File: src/rtl/stepTransPkg.sv
package stepTransPkg;

  typedef enum logic [3:0] {
    MODE_M128,
    MODE_M64,
    MODE_M32,
    MODE_M16,
    MODE_M8,
    MODE_M4,
    MODE_HALF,
    MODE_FULL,
    MODE_SQ_HALF,
    MODE_SQ_FULL
  } stepMode_e;

  typedef struct packed {
    logic      stepGo;
    logic      snapGo;
    logic      fwd;
    stepMode_e mode;
  } ctlStrobe_t;

  // log2 of the step distance, relative to the finest (1/128) resolution
  function automatic logic [2:0] modeShift(stepMode_e m);
    case (m)
      MODE_M128:    return 3'd0;
      MODE_M64:     return 3'd1;
      MODE_M32:     return 3'd2;
      MODE_M16:     return 3'd3;
      MODE_M8:      return 3'd4;
      MODE_M4:      return 3'd5;
      MODE_HALF,
      MODE_SQ_HALF: return 3'd6;
      MODE_FULL,
      MODE_SQ_FULL: return 3'd7;
      default:      return 3'd2;
    endcase
  endfunction

  function automatic logic modeSquare(stepMode_e m);
    return (m == MODE_SQ_HALF) || (m == MODE_SQ_FULL);
  endfunction

  // Rational sine approximation over a half wave of halfWave counts,
  // scaled to 'scale' and rounded to nearest.
  function automatic int sineMag(int idx, int halfWave, int scale);
    longint u;
    longint h;
    longint num;
    longint den;
    u   = longint'(idx);
    h   = longint'(halfWave);
    num = 16 * u * (h - u);
    den = 5 * h * h - 4 * u * (h - u);
    return int'((2 * longint'(scale) * num + den) / (2 * den));
  endfunction

endpackage

File: src/rtl/stepCtrl.sv
module stepCtrl
  import stepTransPkg::*;
(
  input  logic       clk,
  input  logic       rstN,
  input  logic       stepIn,
  input  logic       dirIn,
  input  logic       dirInvert,
  input  logic [2:0] stdMode,
  input  logic [2:0] extMode,
  output ctlStrobe_t ctl
);

  logic      stepQ;
  stepMode_e modeQ;
  stepMode_e modeNow;

  always_comb begin
    case (extMode)
      3'd1:    modeNow = MODE_M128;
      3'd2:    modeNow = MODE_M64;
      default: begin
        case (stdMode)
          3'd0:    modeNow = MODE_M32;
          3'd1:    modeNow = MODE_M16;
          3'd2:    modeNow = MODE_M8;
          3'd3:    modeNow = MODE_M4;
          3'd4:    modeNow = MODE_HALF;
          3'd5:    modeNow = MODE_SQ_HALF;
          3'd6:    modeNow = MODE_SQ_FULL;
          default: modeNow = MODE_FULL;
        endcase
      end
    endcase
  end

  always_ff @(posedge clk or negedge rstN) begin
    if (!rstN) begin
      stepQ <= 1'b0;
      modeQ <= MODE_M32;
    end else begin
      stepQ <= stepIn;
      modeQ <= modeNow;
    end
  end

  always_comb begin
    ctl.stepGo = stepIn & ~stepQ;
    ctl.snapGo = (modeNow != modeQ);
    ctl.fwd    = dirIn ^ dirInvert;
    ctl.mode   = modeNow;
  end

  // a held strobe never yields two consecutive step requests
  a_r2_single_pulse: assert property (@(posedge clk) disable iff (!rstN)
    ctl.stepGo |=> !ctl.stepGo);

  // a step request needs the strobe high now
  a_r2_edge_needs_high: assert property (@(posedge clk) disable iff (!rstN)
    ctl.stepGo |-> stepIn);

endmodule

File: src/rtl/stepWaveLut.sv
module stepWaveLut
  import stepTransPkg::*;
#(
  parameter int POS_W      = 9,
  parameter int PCT_W      = 8,
  parameter int FULL_SCALE = 100
) (
  input  logic [POS_W-1:0]        phase,
  input  logic                    square,
  output logic signed [PCT_W-1:0] pct
);

  localparam int QTR   = 1 << (POS_W - 2);
  localparam int HALF  = 2 * QTR;
  localparam int MAG_W = $clog2(FULL_SCALE + 1);

  logic [MAG_W-1:0] magTab [0:QTR];

  for (genvar g = 0; g <= QTR; g++) begin : gTab
    assign magTab[g] = MAG_W'(sineMag(g, HALF, FULL_SCALE));
  end

  logic [POS_W-1:0] inHalf;
  logic [POS_W-1:0] idx;
  logic [MAG_W-1:0] mag;
  logic [MAG_W-1:0] level;
  logic signed [PCT_W-1:0] levelS;

  always_comb begin
    inHalf = {1'b0, phase[POS_W-2:0]};
    idx    = (inHalf <= POS_W'(QTR)) ? inHalf : (POS_W'(HALF) - inHalf);
    mag    = magTab[idx];
    if (square) level = (mag == '0) ? '0 : MAG_W'(FULL_SCALE);
    else        level = mag;
    levelS = $signed({{(PCT_W - MAG_W){1'b0}}, level});
    pct    = phase[POS_W-1] ? -levelS : levelS;
  end

endmodule

File: src/rtl/stepPath.sv
module stepPath
  import stepTransPkg::*;
#(
  parameter int POS_W      = 9,
  parameter int PCT_W      = 8,
  parameter int FULL_SCALE = 100
) (
  input  logic                    clk,
  input  logic                    rstN,
  input  ctlStrobe_t              ctl,
  output logic [POS_W-1:0]        posQ,
  output logic signed [PCT_W-1:0] coilXQ,
  output logic signed [PCT_W-1:0] coilYQ
);

  localparam int SHIFT_OFS = POS_W - 9;
  localparam int QTR       = 1 << (POS_W - 2);
  localparam int ODD_UNIT  = 1 << (POS_W - 3);
  localparam int FULL_UNIT = 2 * ODD_UNIT;
  localparam int NCOIL     = 2;

  logic [POS_W-1:0] stepSize;
  logic [POS_W-1:0] snapped;
  logic [POS_W-1:0] fwdSnap;
  logic [POS_W-1:0] bwdSnap;
  logic [POS_W-1:0] baseSnap;
  logic [POS_W-1:0] posNext;
  logic             onDiag;
  logic             square;

  always_comb begin
    stepSize = POS_W'(1) << (int'(modeShift(ctl.mode)) + SHIFT_OFS);
    square   = modeSquare(ctl.mode);
    onDiag   = (posQ & POS_W'(FULL_UNIT - 1)) == POS_W'(ODD_UNIT);
    fwdSnap  = ((posQ - POS_W'(ODD_UNIT)) | POS_W'(FULL_UNIT - 1))
               + POS_W'(1) + POS_W'(ODD_UNIT);
    bwdSnap  = ((posQ - POS_W'(ODD_UNIT)) & ~POS_W'(FULL_UNIT - 1))
               + POS_W'(ODD_UNIT);
    if (ctl.mode == MODE_SQ_FULL)
      snapped = onDiag ? posQ : (ctl.fwd ? fwdSnap : bwdSnap);
    else
      snapped = posQ & ~(stepSize - POS_W'(1));
    baseSnap = ctl.snapGo ? snapped : posQ;
    if (ctl.stepGo)
      posNext = ctl.fwd ? (baseSnap + stepSize) : (baseSnap - stepSize);
    else
      posNext = baseSnap;
  end

  logic signed [PCT_W-1:0] coilPct [NCOIL];

  // coil 0 takes the sine of the angle, coil 1 the cosine (quarter turn ahead)
  for (genvar c = 0; c < NCOIL; c++) begin : gCoil
    logic [POS_W-1:0] phase;
    assign phase = posNext + POS_W'(c * QTR);
    stepWaveLut #(
      .POS_W      (POS_W),
      .PCT_W      (PCT_W),
      .FULL_SCALE (FULL_SCALE)
    ) u_lut (
      .phase  (phase),
      .square (square),
      .pct    (coilPct[c])
    );
  end

  always_ff @(posedge clk or negedge rstN) begin
    if (!rstN) begin
      posQ   <= '0;
      coilXQ <= '0;
      coilYQ <= PCT_W'(FULL_SCALE);
    end else begin
      posQ   <= posNext;
      coilXQ <= coilPct[0];
      coilYQ <= coilPct[1];
    end
  end

  // with no step and no snap the angle holds
  a_r2_hold: assert property (@(posedge clk) disable iff (!rstN)
    (!ctl.stepGo && !ctl.snapGo) |=> $stable(posQ));

  // a plain step moves by exactly the selected distance
  a_r5_step_distance: assert property (@(posedge clk) disable iff (!rstN)
    (ctl.stepGo && !ctl.snapGo) |=>
      ((posQ == $past(posQ) + $past(stepSize)) ||
       (posQ == $past(posQ) - $past(stepSize))));

  // uncompensated full step keeps the angle on a diagonal
  a_r8_diag_only: assert property (@(posedge clk) disable iff (!rstN)
    (ctl.mode == MODE_SQ_FULL) |=>
      ((posQ & POS_W'(FULL_UNIT - 1)) == POS_W'(ODD_UNIT)));

  // every other mode keeps the angle on its own grid
  a_r9_on_grid: assert property (@(posedge clk) disable iff (!rstN)
    (ctl.mode != MODE_SQ_FULL) |=>
      ((posQ & ($past(stepSize) - POS_W'(1))) == '0));

  // square modes only produce 0 or full scale magnitudes
  a_r7_square_levels: assert property (@(posedge clk) disable iff (!rstN)
    square |=>
      ((coilXQ == 0 || coilXQ == PCT_W'(FULL_SCALE) || coilXQ == -PCT_W'(FULL_SCALE)) &&
       (coilYQ == 0 || coilYQ == PCT_W'(FULL_SCALE) || coilYQ == -PCT_W'(FULL_SCALE))));

  // circular modes stay near the unit circle
  a_r6_radius: assert property (@(posedge clk) disable iff (!rstN)
    !square |=>
      ((int'(coilXQ) * int'(coilXQ) + int'(coilYQ) * int'(coilYQ)) >= (FULL_SCALE * FULL_SCALE * 97) / 100 &&
       (int'(coilXQ) * int'(coilXQ) + int'(coilYQ) * int'(coilYQ)) <= (FULL_SCALE * FULL_SCALE * 103) / 100));

endmodule

File: src/rtl/stepTranslator.sv
module stepTranslator
  import stepTransPkg::*;
#(
  parameter int POS_W      = 9,
  parameter int PCT_W      = 8,
  parameter int FULL_SCALE = 100
) (
  input  logic                    clk,
  input  logic                    rstN,
  input  logic                    stepIn,
  input  logic                    dirIn,
  input  logic                    dirInvert,
  input  logic [2:0]              stdMode,
  input  logic [2:0]              extMode,
  output logic [POS_W-1:0]        pos,
  output logic signed [PCT_W-1:0] coilX,
  output logic signed [PCT_W-1:0] coilY
);

  ctlStrobe_t ctl;

  stepCtrl u_ctrl (
    .clk       (clk),
    .rstN      (rstN),
    .stepIn    (stepIn),
    .dirIn     (dirIn),
    .dirInvert (dirInvert),
    .stdMode   (stdMode),
    .extMode   (extMode),
    .ctl       (ctl)
  );

  stepPath #(
    .POS_W      (POS_W),
    .PCT_W      (PCT_W),
    .FULL_SCALE (FULL_SCALE)
  ) u_path (
    .clk    (clk),
    .rstN   (rstN),
    .ctl    (ctl),
    .posQ   (pos),
    .coilXQ (coilX),
    .coilYQ (coilY)
  );

endmodule

File: config.mk
export PLATFORM = sky130hd
export DESIGN_NAME = stepTranslator
export DESIGN_NICKNAME = d
export VERILOG_FILES = /design/src/rtl/stepTransPkg.sv /design/src/rtl/stepCtrl.sv /design/src/rtl/stepWaveLut.sv /design/src/rtl/stepPath.sv /design/src/rtl/stepTranslator.sv
export SDC_FILE = /design/constraint.sdc
export NUM_CORES = 1
export LEC_CHECK = 0
export CORE_AREA = 2 2 154 81
export DETAILED_ROUTE_END_ITERATION = 7
export DIE_AREA = 0 0 156 83
export DONT_BUFFER_PORTS = 1
export PLACE_DENSITY_LB_ADDON = 0.08
export SLEW_MARGIN = 20
export SYNTH_ARGS = -nofsm -noshare
export SYNTH_HDL_FRONTEND = slang
export SYNTH_SLANG_ARGS = --single-unit
File: constraint.sdc
create_clock -name clk -period 8.4 [get_ports clk]
set_clock_uncertainty 0.2 [all_clocks]
set_input_delay 0.42 -clock clk [delete_from_list [all_inputs] [get_ports clk]]
set_output_delay 0.42 -clock clk [all_outputs]
set_load 0.01 [all_outputs]
Yosys cells after proc, flatten, opt, wreduce, memory -nomap -nowiden
Memories as Yosys holds them, arrays and structs flattened.
Cells that the tools add are included.
- add/sub/neg operators: 12
- $lt $le $gt $ge: 4
- eq/ne operators: 12
- shifts and indexed selects: 1
- mux-type cells: 20
- bitwise operators: 7
- reductions and logical operators: 4
- operators by type and width (kind ; number):
    2-to-1 mux 9 bit ; 8
    2-to-1 mux 7 bit ; 8
    case mux 4 bit (7 select lines) ; 1
    >= comparator 10 x 9 -> 1 bit (second input constant) ; 2
    inverter 9 -> 10 bit ; 2
    adder 9 x 7 -> 9 bit (second input constant) ; 2
    subtractor 9 x 8 -> 9 bit (first input constant) ; 2
    <= comparator 8 bit (second input constant) ; 2
    2-to-1 mux 8 bit ; 2
    negator 7 -> 8 bit ; 2
    zero test 7 bit ; 2
    adder 9 x 1 -> 9 bit (second input constant) ; 1
    adder 9 x 8 -> 9 bit (second input constant) ; 1
    adder 9 bit ; 1
    AND 9 bit ; 1
    equality test 3 x 2 -> 1 bit (second input constant) ; 3
    equality test 3 bit (second input constant) ; 3
    inverter 9 bit ; 1
    left shift 1 x 3 -> 9 bit (first input constant) ; 1
    subtractor 9 x 1 -> 9 bit (second input constant) ; 1
    subtractor 9 x 7 -> 9 bit (second input constant) ; 1
    subtractor 9 bit ; 1
    equality test 4 bit (second input constant) ; 2
    case mux 4 bit (2 select lines) ; 1
    8 further kinds ; 9
- register bits: 30
- bits in read-only memories: 3632
- input port bits: 11
- output and inout port bits: 25
- logic and storage cells: 68
- memories kept: 3
- memory list (name ; depth ; width ; read ports ; clocked after Yosys merged registers in ; write ports ; RTL line ; source):
    (no name shown) ; 256 ; 7 ; 1 ; 0 ; 0 ; stepWaveLut.sv:32 ; mag = magTab[idx];
    (no name shown) ; 256 ; 7 ; 1 ; 0 ; 0 ; stepWaveLut.sv:32 ;
    (no name shown) ; 16 ; 3 ; 1 ; 0 ; 0 ; stepTransPkg.sv:25 ; case (m)

Depth between registers and ports, before layout
Gate-level depths: netlist of run 1.
An unclocked memory read counts as a cell.
- word-level depth: 25
- gate-level depth with buffers: 33
- mapped depth without buffers: 30

Modules after synthesis
A second synthesis of run 1 with hierarchy kept.
- cell total of the unflattened synthesis: 812
- area total of the unflattened synthesis: 6239.7 µm²
- by module, submodules not included (module ; times used ; cells an instance ; area each (µm²) ; sequential area each (µm²)):
    stepWaveLut ; 2 ; 298 ; 2107.0 ; 0.0
    stepPath ; 1 ; 181 ; 1674.1 ; 629.4
    stepCtrl ; 1 ; 35 ; 351.6 ; 126.4

Least setup slack after synthesis of run 1
OpenSTA, ideal clock, no wires.
- kind: in2reg
- start: input stdMode[1]
- end: register u_path.coilYQ[6]
- library setup time: 0.082 ns
- data arrival time: 6.429 ns
- data required time: 8.118 ns
- setup slack: 1.689 ns
- cell stages on the path: 29
- path buffers: 2
- cell sequence: buf_6 -> mux2i_1 -> a21oi_1 -> a211oi_2 -> o211ai_4 -> buf_4 -> a21boi_0 -> ha_1 -> fa_1 -> o2bb2a_1 -> o21ai_2 -> inv_1 -> ha_1 -> inv_1 -> a211oi_4 -> and3_4 -> a211oi_2 -> nor2_1 -> ha_1 -> nor3_1 -> o31a_1 -> nor3_1 -> o32a_2 -> nand2_1 -> ha_1 -> nor2b_1 -> a31oi_1 -> xnor2_1 -> a211o_1
- RTL lines (what ; RTL line ; source):
    start, declared ; stepTranslator.sv:13 ; input logic [2:0] stdMode,
    end signal, assigned ; stepPath.sv:71 ; coilYQ <= PCT_W'(FULL_SCALE);
    end signal, assigned ; stepPath.sv:75 ; coilYQ <= coilPct[1];
    end, declared ; stepPath.sv:13 ; output logic signed [PCT_W-1:0] coilYQ

==> results.md, run 1 <==
* Commonest cells after routing, fill and taps aside: nand2_1, nor2_1, a21oi_1
* Primary FF master, synth: dfrtp_1
* Global-route wire length before repair at ~32000 um
* Most used cell, CP: ha_1
* Reg2reg setup slack at 460 ps
* Routability cong. at ~1.0
* Most common cell after layout, fill and taps aside: nand2_1
* PnR worst setup slack at 461 ps
* Register area share after synthesis at 13.3%
* Worst vdd ir at 0.146 mV
* Reg2Reg Capture Point: u_path.coilYQ[6]
* Drt wl/cell at 23.4 um
* Port-buffer cells at 0
* Net Count, Synth at 798
* Period Utilization, post-route at 94.5%
* Status: finished, final reports clean
* CTS max path bufs at 2
* H-tree depth at 2
* Final wirelength at approximately 21000 um
* Worst Tran Pin Value at 894 ps
* Clk slew on worst S/H paths at 50 ps
* Leak at 0.00230 uW
* I/O pin total at 36
* Hold Path End: u_ctrl.modeQ[1]
* Fmax at about 0.13 GHz
* Antenna violations before repair at 0
* Worst-Skew Late Latency at between 200 and 300 ps
* DRC Markers at 0
* CTS tree: done
* FP Rows at 28
* Crit Path Class: reg -> reg
* Worst setup EP type: flop
* Yosys reg bits at 30
* Largest net degree at the start of global routing at 31
* Area of the mapped netlist at 0.00569 mm^2
* CTS Sinks at 30
* Synth cell types at 109
* CP arrival at 7950 ps
* Worst R2R Path Depth at 28
* Async SR Flop Fraction at 100%
* Final ANT Viol Nets at 0
* Reg2reg start: u_ctrl.modeQ[1]
* Hold WS at 71.1 ps
* Hold Crit Class: in -> reg
* Max incr delay on CP at 580 ps
* Nets@finish at 780
* Pwr Density at 337 mW/mm^2
* Final number of setup-violating endpoints at 0
* Die Span X at around 160 um
* Hold depth at 2
* GR Overflow Total at 0
* Via count at around 6400
* Synth warn at 0
* GRT Overall Usage at 31.4%
* Crit-path slowest cell: dfstp_2
* Slew HR at 40.0%
* Post-Syn Instances at 749
* Startpoint types: flop
* Pre-antenna DRT Iters at 6
* Critical Path Fanout Max at 15
* Setup_tns at 0 ps
* Vias/cell at 7.26
* Synth-to-layout area growth at 4.49%
* Num CTS Buffers at 5
* Full die area at 0.0129 mm^2
* Minimum clock period at approximately 8000 ps
* Syn_area_per_cell at 7.60 um^2
* Share of cells above drive strength 1 at 14.6%
* Number of synthesized flops with an enable pin at 0
* Final Slew Violations at 0
* Max Cap Viol at 0
* Root buf cell: clkbuf_16
* Initial Util at between 40% and 50%
* Dpl ws at 528 ps
* RSZ-0062 raised after global routing: no
* Dpl hpwl at 16000 um
* 1st-iter DRT viols at ~1400
* Req. time, crit path at approximately 8400 ps
* Vias in the first global route at ~5700
* Die Ht at around 83 um
* Fillcell total at 1108
* N_diodes at 0
* Core area at between 0.01 and 0.015 mm^2
* Hold Vio Cnt, Final at 0
* Hold_sp: stdMode[1]
report_power, final:
group | leakage [uW] | total, uW | switching (uW) | internal [uW]
clock | 0.0000729 | 183 | 66.3 | 117
sequential | 0.000362 | 276 | 63.1 | 213
combinational | 0.00187 | 1550 | 1000 | 545
total | 0.00230 | 2000 | 1130 | 875
repair_timing:
action,4_1_cts,5_1_grt
hold buffers,3,0
hold endpoints to repair,31,0
resized for setup,0,0
setup buffers,0,0
kinds of logic (layout without fill, tap and decap cells):
logic type | Yosys count | in the layout | share of synthesized area (%)
multiplexers | 11 | 11 | 2.29
AND/OR/NAND/NOR | 268 | 268 | 24.4
AO/OA/AOI/OAI | 284 | 284 | 38.4
buffers and inverters | 81 | 64 | 6.66
flip-flops | 30 | 30 | 13.3
adder cells (fa/ha/maj) | 39 | 39 | 8.66
XOR/XNOR | 36 | 36 | 6.27
metrics by stage:
stage | power [uW] | utilization [%] | area [um^2] | instances
after floorplan | 1390 | - | 5690 | 749
after global placement | 1730 | 49.9 | 5750 | 871
after detailed placement | 1750 | 49.9 | 5750 | 871
after CTS | 1940 | 51.6 | 5950 | 882
after global routing | 2130 | 51.6 | 5950 | 882
final | 2000 | 51.6 | 5950 | 882
area by class of cell:
class	count	area, um^2	share of cell area [%]
clock buffers	6	139	2.34
clock inverters	2	12.5	0.210
inverters	38	143	2.40
multi-input cells	638	4560	76.6
flip-flops and latches	30	756	12.7
well taps	150	188	3.16
repair buffers	18	153	2.57
state kept, by name, indices dropped and copies added (netlist names):
register,count
u_path.posQ,9
u_path.coilXQ,8
u_path.coilYQ,8
u_ctrl.modeQ,4
u_ctrl.stepQ,1
worst max path at each step:
stage,cells after the start,end,start
6_report,28,u_path.coilYQ[6],u_ctrl.modeQ[1]
5_1_grt,28,u_path.coilXQ[6],u_ctrl.modeQ[1]
4_1_cts,27,u_path.coilXQ[6],u_ctrl.modeQ[1]
3_5_place_dp,27,u_path.coilYQ[6],stdMode[2]
3_3_place_gp,27,u_path.coilYQ[6],stdMode[2]
2_1_floorplan,29,u_path.coilYQ[6],stdMode[1]
routing by layer:
metal / GRT usage, % / wire length, um
met3: 13.5 / 3330
met1: 49.7 / 9640
met2: 38.9 / 7520
met5: 0 / 0
met4: 3.17 / 172
synthesized netlist by cell type (all sizes together) (4+ instances only):
cell type,n,area (um^2)
xnor2,26,243
nand4,16,100
a21boi,8,63.8
o22ai,5,31.3
o31a,4,35.0
a32oi,4,61.3
nor2b,5,31.3
o21a,5,40.0
nor4,5,37.5
nand2,78,308
o211ai,23,200
o311ai,5,43.8
o21ai,50,265
o2111ai,5,43.8
clkbuf,12,45.0
nor3b,4,40.0
dfrtp,26,651
a22oi,5,37.5
o211a,7,70.1
or4,4,33.8
o31ai,14,129
xor2,10,114
a31o,4,35.0
a211oi,15,153
nand2b,4,25.0
and2,9,56.3
a221oi,6,58.8
buf,31,191
a31oi,15,93.8
or3,8,55.1
nor3,22,130
a21oi,50,258
a211o,4,35.0
dfstp,4,105
a2111oi,7,73.8
ha,37,463
inv,38,143
a21o,10,75.1
nor2,64,258
o221ai,6,58.8
nand3,33,175
a311oi,7,67.6
and3,6,42.5
mux2i,8,92.6
worst max-delay path: cells and delay by family (launching register included):
family | cells | cell delay (ps)
AO/OA/AOI/OAI | 12 | 3610
adder cells (fa/ha/maj) | 5 | 1770
AND/OR/NAND/NOR | 7 | 1020
flip-flops | 1 | 580
buffers and inverters | 3 | 500
XOR/XNOR | 1 | 170
Power figures use the tool's default switching activity.
==> run 2, diff against run 1 <==
--- a/config.mk
+++ b/config.mk
@@ -6,6 +6,7 @@
 export NUM_CORES = 1
 export LEC_CHECK = 0
 export CORE_AREA = 2 2 154 81
+export CTS_BUF_LIST = sky130_fd_sc_hd__clkbuf_16
 export DETAILED_ROUTE_END_ITERATION = 7
 export DIE_AREA = 0 0 156 83
 export DONT_BUFFER_PORTS = 1
==> results.md, run 2 (synthesized netlist as in run 1, its figures left out) <==
* Max incr delay on CP at 580 ps
* Core area at 0.0115 mm^2
* Pwr Density at roughly 340 mW/mm^2
* Share of cells above drive strength 1 at between 10 and 15%
* Dpl ws at about 530 ps
* Antenna violations before repair at 0
* Critical Path Fanout Max at 15
* DRC Markers at 0
* Switching power at 1130 uW
* CTS max path bufs at 2
* Hold Vio Cnt, Final at 0
* Post-CTS sizing at 0
* Seq pwr share at 13.8%
* Port-buffer cells at 0
* Biggest register: u_path.posQ
* Hold Crit Class: in -> reg
* N_diodes at 0
* RSZ-0062 raised after global routing: no
* Root buf cell: clkbuf_16
* Worst setup EP type: flop
* Placed insts at 871
* GRT Overall Usage at 31.4%
* Final Instance Count excl. Fillers at 882
* Crit Path Class: reg -> reg
* Startpoint types: flop
* Minimum clock period at 7940 ps
* Routability cong. at 1.03
* Global-route wire length before repair at about 32000 um
* CTS Sinks at 30
* PnR worst setup slack at 464 ps
* Clk slew on worst S/H paths at 50 ps
* Vias in the first global route at 5668
* Worst vdd ir at 0.148 mV
* Nets@finish at 780
* Die Span X at about 160 um
* CTS tree: done
* Total power at between 1500 and 2000 uW
* Dpl hpwl at 16000 um
* Initial Util at approximately 50%
* Most used cell, CP: ha_1
* GR Overflow Total at 0
* Placed cell areas at ~0.0058 mm^2
* Crit-path leading delay family: compound AO/OA/AOI/OAI gates
* Max Cap Viol at 0
* Post-CTS setup buffer count at 0
* Final number of setup-violating endpoints at 0
* Final wirelength at 20600 um
* Largest net degree at the start of global routing at 31
* Status: finished, final reports clean
* Final Slew Violations at 0
* Max reg flops at 9
* Crit-path slowest cell: dfstp_2
* Setup_tns at 0 ps
* Fin area at 0.00594 mm^2
* Fmax at around 0.13 GHz
* Int Pwr at slightly below 900 uW
* Synth-to-layout area growth at 4.31%
* 1st-iter DRT viols at 1328
* Sw Ratio at ~57%
* Period Utilization, post-route at 94.5%
* Via count at 6374
* Slew HR at 37.7%
* Largest regs: u_path.posQ x9, u_path.coilXQ x8, u_path.coilYQ x8
* Worst-Skew Late Latency at 280 ps
* Clk pwr share at 8.8%
* Pre-antenna DRT Iters at 6
* Req. time, crit path at 8360 ps
* H-tree depth at 2
* Num CTS Buffers at 5
* FP Rows at 28
* Worst Tran Pin Value at approximately 930 ps
* CP bufs+invs at 0
* Commonest cells after routing, fill and taps aside: nand2_1, nor2_1, a21oi_1
* Combinational share of power at 77.4%
* Final ANT Viol Nets at 0
* Drt wl/cell at 23.3 um
* Most common cell after layout, fill and taps aside: nand2_1
* Full die area at 0.0129 mm^2
* I/O pin total at 36
* CP arrival at 7900 ps
* Leak at 0.00230 uW
* Die Ht at around 83 um
* Vias/cell at 7.23
-- run 2: worst paths after layout --
check	from	end	slack, ps	depth (start not counted)
min	stdMode[1]	u_ctrl.modeQ[1]	70	2
min reg2reg	u_path.posQ[1]	u_path.posQ[1]	630	3
max in group asynchronous	rstN	u_path.coilYQ[6]	7380	2
max	u_ctrl.modeQ[1]	u_path.coilXQ[6]	460	27
min in group asynchronous	rstN	u_ctrl.modeQ[0]	380	2
max reg2reg	u_ctrl.modeQ[1]	u_path.coilXQ[6]	460	27
-- run 2: area by class of cell --
class	count	area (um^2)
clock inverter	3	16.3
inverter	38	143
multi-input combinational	638	4560
fill	1111	5590
timing repair buffer	18	153
tap	150	188
sequential	30	756
clock buffer	5	125
-- run 2: metrics by stage --
| step | hold slack (ps) | util, % |
|---|---|---|
| 5_1_grt | 94.3 | 51.5 |
| 3_3_place_gp | -74.8 | 49.9 |
| 6_report | 69.5 | 51.5 |
| 2_1_floorplan | -75.6 | - |
| 3_5_place_dp | -74.8 | 49.9 |
| 4_1_cts | 66.5 | 51.5 |
-- run 2: timing repair --
item / CTS / global route
hold buffers: 3 / 0
endpoints found under the setup margin: 0 / 0
endpoints found under the hold margin: 31 / 0
-- run 2: worst reg2reg max path: stages (launching register included) --
cell and delay [ps]:
dfstp_2 580, nand2b_1 150, nor3b_1 70, o31a_1 390, o211ai_4 490, a21boi_0 180
ha_1 260, fa_1 420, a21o_1 230, and3_1 210, a221oi_1 300, o21ai_1 220
mux2i_1 410, and2_1 460, nand3_1 290, a31o_2 410, ha_1 420, nor2_1 90
a221oi_1 290, a31oi_1 90, o221ai_2 400, nand2_1 180, ha_1 280, nor2b_1 150
a41oi_1 270, xor2_1 170, nand2_1 70, o31a_1 130
-- run 2: per-layer routing --
layer | global-route usage (%) | vias to the layer above | routed length (um) | part of all wire, %
li1 | - | 2825 | - | -
met2 | 38.9 | 478 | 7500 | 36
met4 | 3.17 | 0 | 120 | 0.58
met5 | 0 | - | 0 | 0
met3 | 13.5 | 18 | 3390 | 16
met1 | 49.7 | 3053 | 9560 | 46
-- run 2: power by group through the flow --
stage	Sequential (uW)	Clock (uW)	Combinational, uW
2_1_floorplan	260	0	1130
3_3_place_gp	278	0	1450
3_5_place_dp	278	0	1470
4_1_cts	276	177	1480
5_1_grt	281	184	1650
6_report	276	175	1540
==> run 3, diff against run 2 <==
--- a/config.mk
+++ b/config.mk
@@ -11,6 +11,7 @@
 export DIE_AREA = 0 0 156 83
 export DONT_BUFFER_PORTS = 1
 export PLACE_DENSITY_LB_ADDON = 0.08
+export RECOVER_POWER = 100
 export SLEW_MARGIN = 20
 export SYNTH_ARGS = -nofsm -noshare
 export SYNTH_HDL_FRONTEND = slang
==> constraint.sdc (replaced) <==
create_clock -name clk -period 8.4 [get_ports clk]
set_clock_uncertainty 0.2 [all_clocks]
set_input_delay 0.42 -clock clk [delete_from_list [all_inputs] [get_ports clk]]
set_output_delay 0.42 -clock clk [all_outputs]
set_load 0.1 [all_outputs]
==> results.md, run 3 (synthesized netlist as in run 1, its figures left out) <==
* Most common cell after layout, fill and taps aside: nand2_1
* CTS tree: done
* Combinational share of power at 68.2%
* Routability cong. at 1.02
* Die Span X at 156 um
* Status: complete, but fails checks
* Num CTS Buffers at 5
* Leak at 0.00229 uW
* GR Overflow Total at 0
* Port-buffer cells at 0
* 1st-iter DRT viols at around 980
* Root buf cell: clkbuf_16
* Fin area at just under 0.006 mm^2
* Reg2reg setup slack at 350 ps
* CP arrival at 8030 ps
* DRC Markers at 0
* RSZ-0062 raised after global routing: no
* N_diodes at 0
* CTS Sinks at 30
* Final wirelength at slightly above 20000 um
* Clk slew on worst S/H paths at 50 ps
* Crit Path Class: reg -> reg
* Share of cells above drive strength 1 at about an eighth
* Die Ht at 83 um
* Period Utilization, post-route at about 96%
* Startpoint types: flop
* Vias/cell at 7.12
* Global-route wire length before repair at ~32000 um
* GRT Overall Usage at between 30% and 40%
* Worst vdd ir at between 0.2 and 0.25 mV
* Sw Ratio at between 60% and 70%
* Core area at 0.0115 mm^2
* Post-CTS setup buffer count at 0
* FP Rows at 28
* Full die area at 0.0129 mm^2
* Biggest register: u_path.posQ
* Drt wl/cell at 23.0 um
* Minimum clock period at between 8000 and 9000 ps
* Commonest cells after routing, fill and taps aside: nand2_1, nor2_1, a21oi_1
* CTS max path bufs at 2
* H-tree depth at 2
* Final number of setup-violating endpoints at 0
* Req. time, crit path at 8380 ps
* I/O pin total at 36
* Final Slew Violations at 52
* Max reg flops at 9
* Seq pwr share at 24.2%
* Max Cap Viol at 3
* Vias in the first global route at 5528
* Final ANT Viol Nets at 0
* Setup_tns at 0 ps
* Via count at between 6000 and 7000
* Initial Util at 49.4%
* Switching power at 1420 uW
* Placed cell areas at 0.00580 mm^2
* Slew HR at -18.2%
* Worst-Skew Late Latency at between 200 and 300 ps
* Worst Tran Pin Value at 1770 ps
* Fmax at between 0.1 and 0.15 GHz
* Largest regs: u_path.posQ x9, u_path.coilXQ x8, u_path.coilYQ x8
* Pwr Density at between 300 and 400 mW/mm^2
* Fillcell total at around 1100
* Clk pwr share at 7.6%
* Antenna violations before repair at 0
* Largest net degree at the start of global routing at 31
* Worst setup EP type: flop
* Hold Vio Cnt, Final at 0
* Int Pwr at 846 uW
* Dpl hpwl at about 16000 um
* Critical Path Fanout Max at 15
* Pre-antenna DRT Iters at 6
* Hold Crit Class: in -> reg
* Nets@finish at 786
* Synth-to-layout area growth at 3.63%
* Failing checks: capacitance limit, slew limit
==> run 3: cell count changes in the layout (fill, tap and decap cells not counted), sizes merged <==
cell / previous run / this run
buf: 16 / 14
clkbuf: 5 / 13
==> run 3: final timing paths <==
check	start	endpoint	depth (start not counted)
max	u_ctrl.modeQ[1]	u_path.coilXQ[3]	26
min	stdMode[1]	u_ctrl.modeQ[1]	2
max reg2reg	u_ctrl.modeQ[1]	u_path.coilXQ[3]	26
min reg2reg	u_ctrl.modeQ[3]	u_path.posQ[1]	3
max in group asynchronous	rstN	u_path.posQ[4]	2
min in group asynchronous	rstN	u_ctrl.modeQ[2]	2
==> run 3: worst max-delay path, cell delays in order, from the launching register on <==
cell and delay (ps):
dfstp_2 570, nand2b_1 140, nor3b_1 70, o31a_1 390, o211ai_4 500, a21boi_0 180, ha_1 260, fa_1 420
a21o_1 220, and3_1 210, a221oi_1 300, o21ai_1 210, mux2i_1 460, and2_2 400, nand3_1 250, a31o_2 420
inv_1 290, ha_1 340, inv_1 110, o31ai_1 290, a22oi_1 110, o32a_1 230, nor4b_1 490, nand2_1 170
o31ai_2 330, a31oi_1 160, xnor2_1 230
==> run 3: stage by stage <==
stage / utilization [%] / worst slack (ps) / power (uW) / hold WS, ps / std cells
2_1_floorplan: - / 1690 / 1720 / -75.6 / 749
3_3_place_gp: 50.3 / 528 / 2060 / -74.9 / 877
3_5_place_dp: 50.3 / 555 / 2070 / -74.7 / 877
4_1_cts: 51.9 / 525 / 2260 / 92.6 / 888
5_1_grt: 51.2 / 39.2 / 2410 / 93.9 / 888
6_report: 51.2 / 352 / 2270 / 89.5 / 888
==> run 3: layout make-up <==
| type | count | area [um^2] | area share (%) |
|---|---|---|---|
| repair buffers | 24 | 155 | 2.63 |
| clock inverters | 3 | 16.3 | 0.276 |
| inverters | 38 | 143 | 2.42 |
| well taps | 150 | 188 | 3.18 |
| multi-input cells | 638 | 4510 | 76.6 |
| clock buffers | 5 | 125 | 2.12 |
| flip-flops and latches | 30 | 756 | 12.8 |
==> run 3: routing by layer <==
| metal | global-route usage (%) | wire, um | up-vias |
|---|---|---|---|
| met4 | 2.34 | 138 | 0 |
| met3 | 12.3 | 3120 | 25 |
| li1 | - | - | 2842 |
| met2 | 37.2 | 7360 | 440 |
| met5 | 0 | 0 | - |
| met1 | 51.3 | 9770 | 3017 |
==> run 3: what timing repair did <==
item / 4_1_cts / 5_1_grt
setup endpoints to repair: 0 / 1
gates resized for setup: 0 / 1
hold buffers: 3 / 0
endpoints found under the hold margin: 31 / 0
==> run 3: power groups by stage <==
| stage | clock network (uW) | registers, uW | logic (uW) |
|---|---|---|---|
| global route | 184 | 554 | 1670 |
| detailed placement | 0 | 555 | 1520 |
| floorplan | 0 | 587 | 1130 |
| finish | 173 | 549 | 1550 |
| CTS | 177 | 552 | 1530 |
| global placement | 0 | 555 | 1500 |
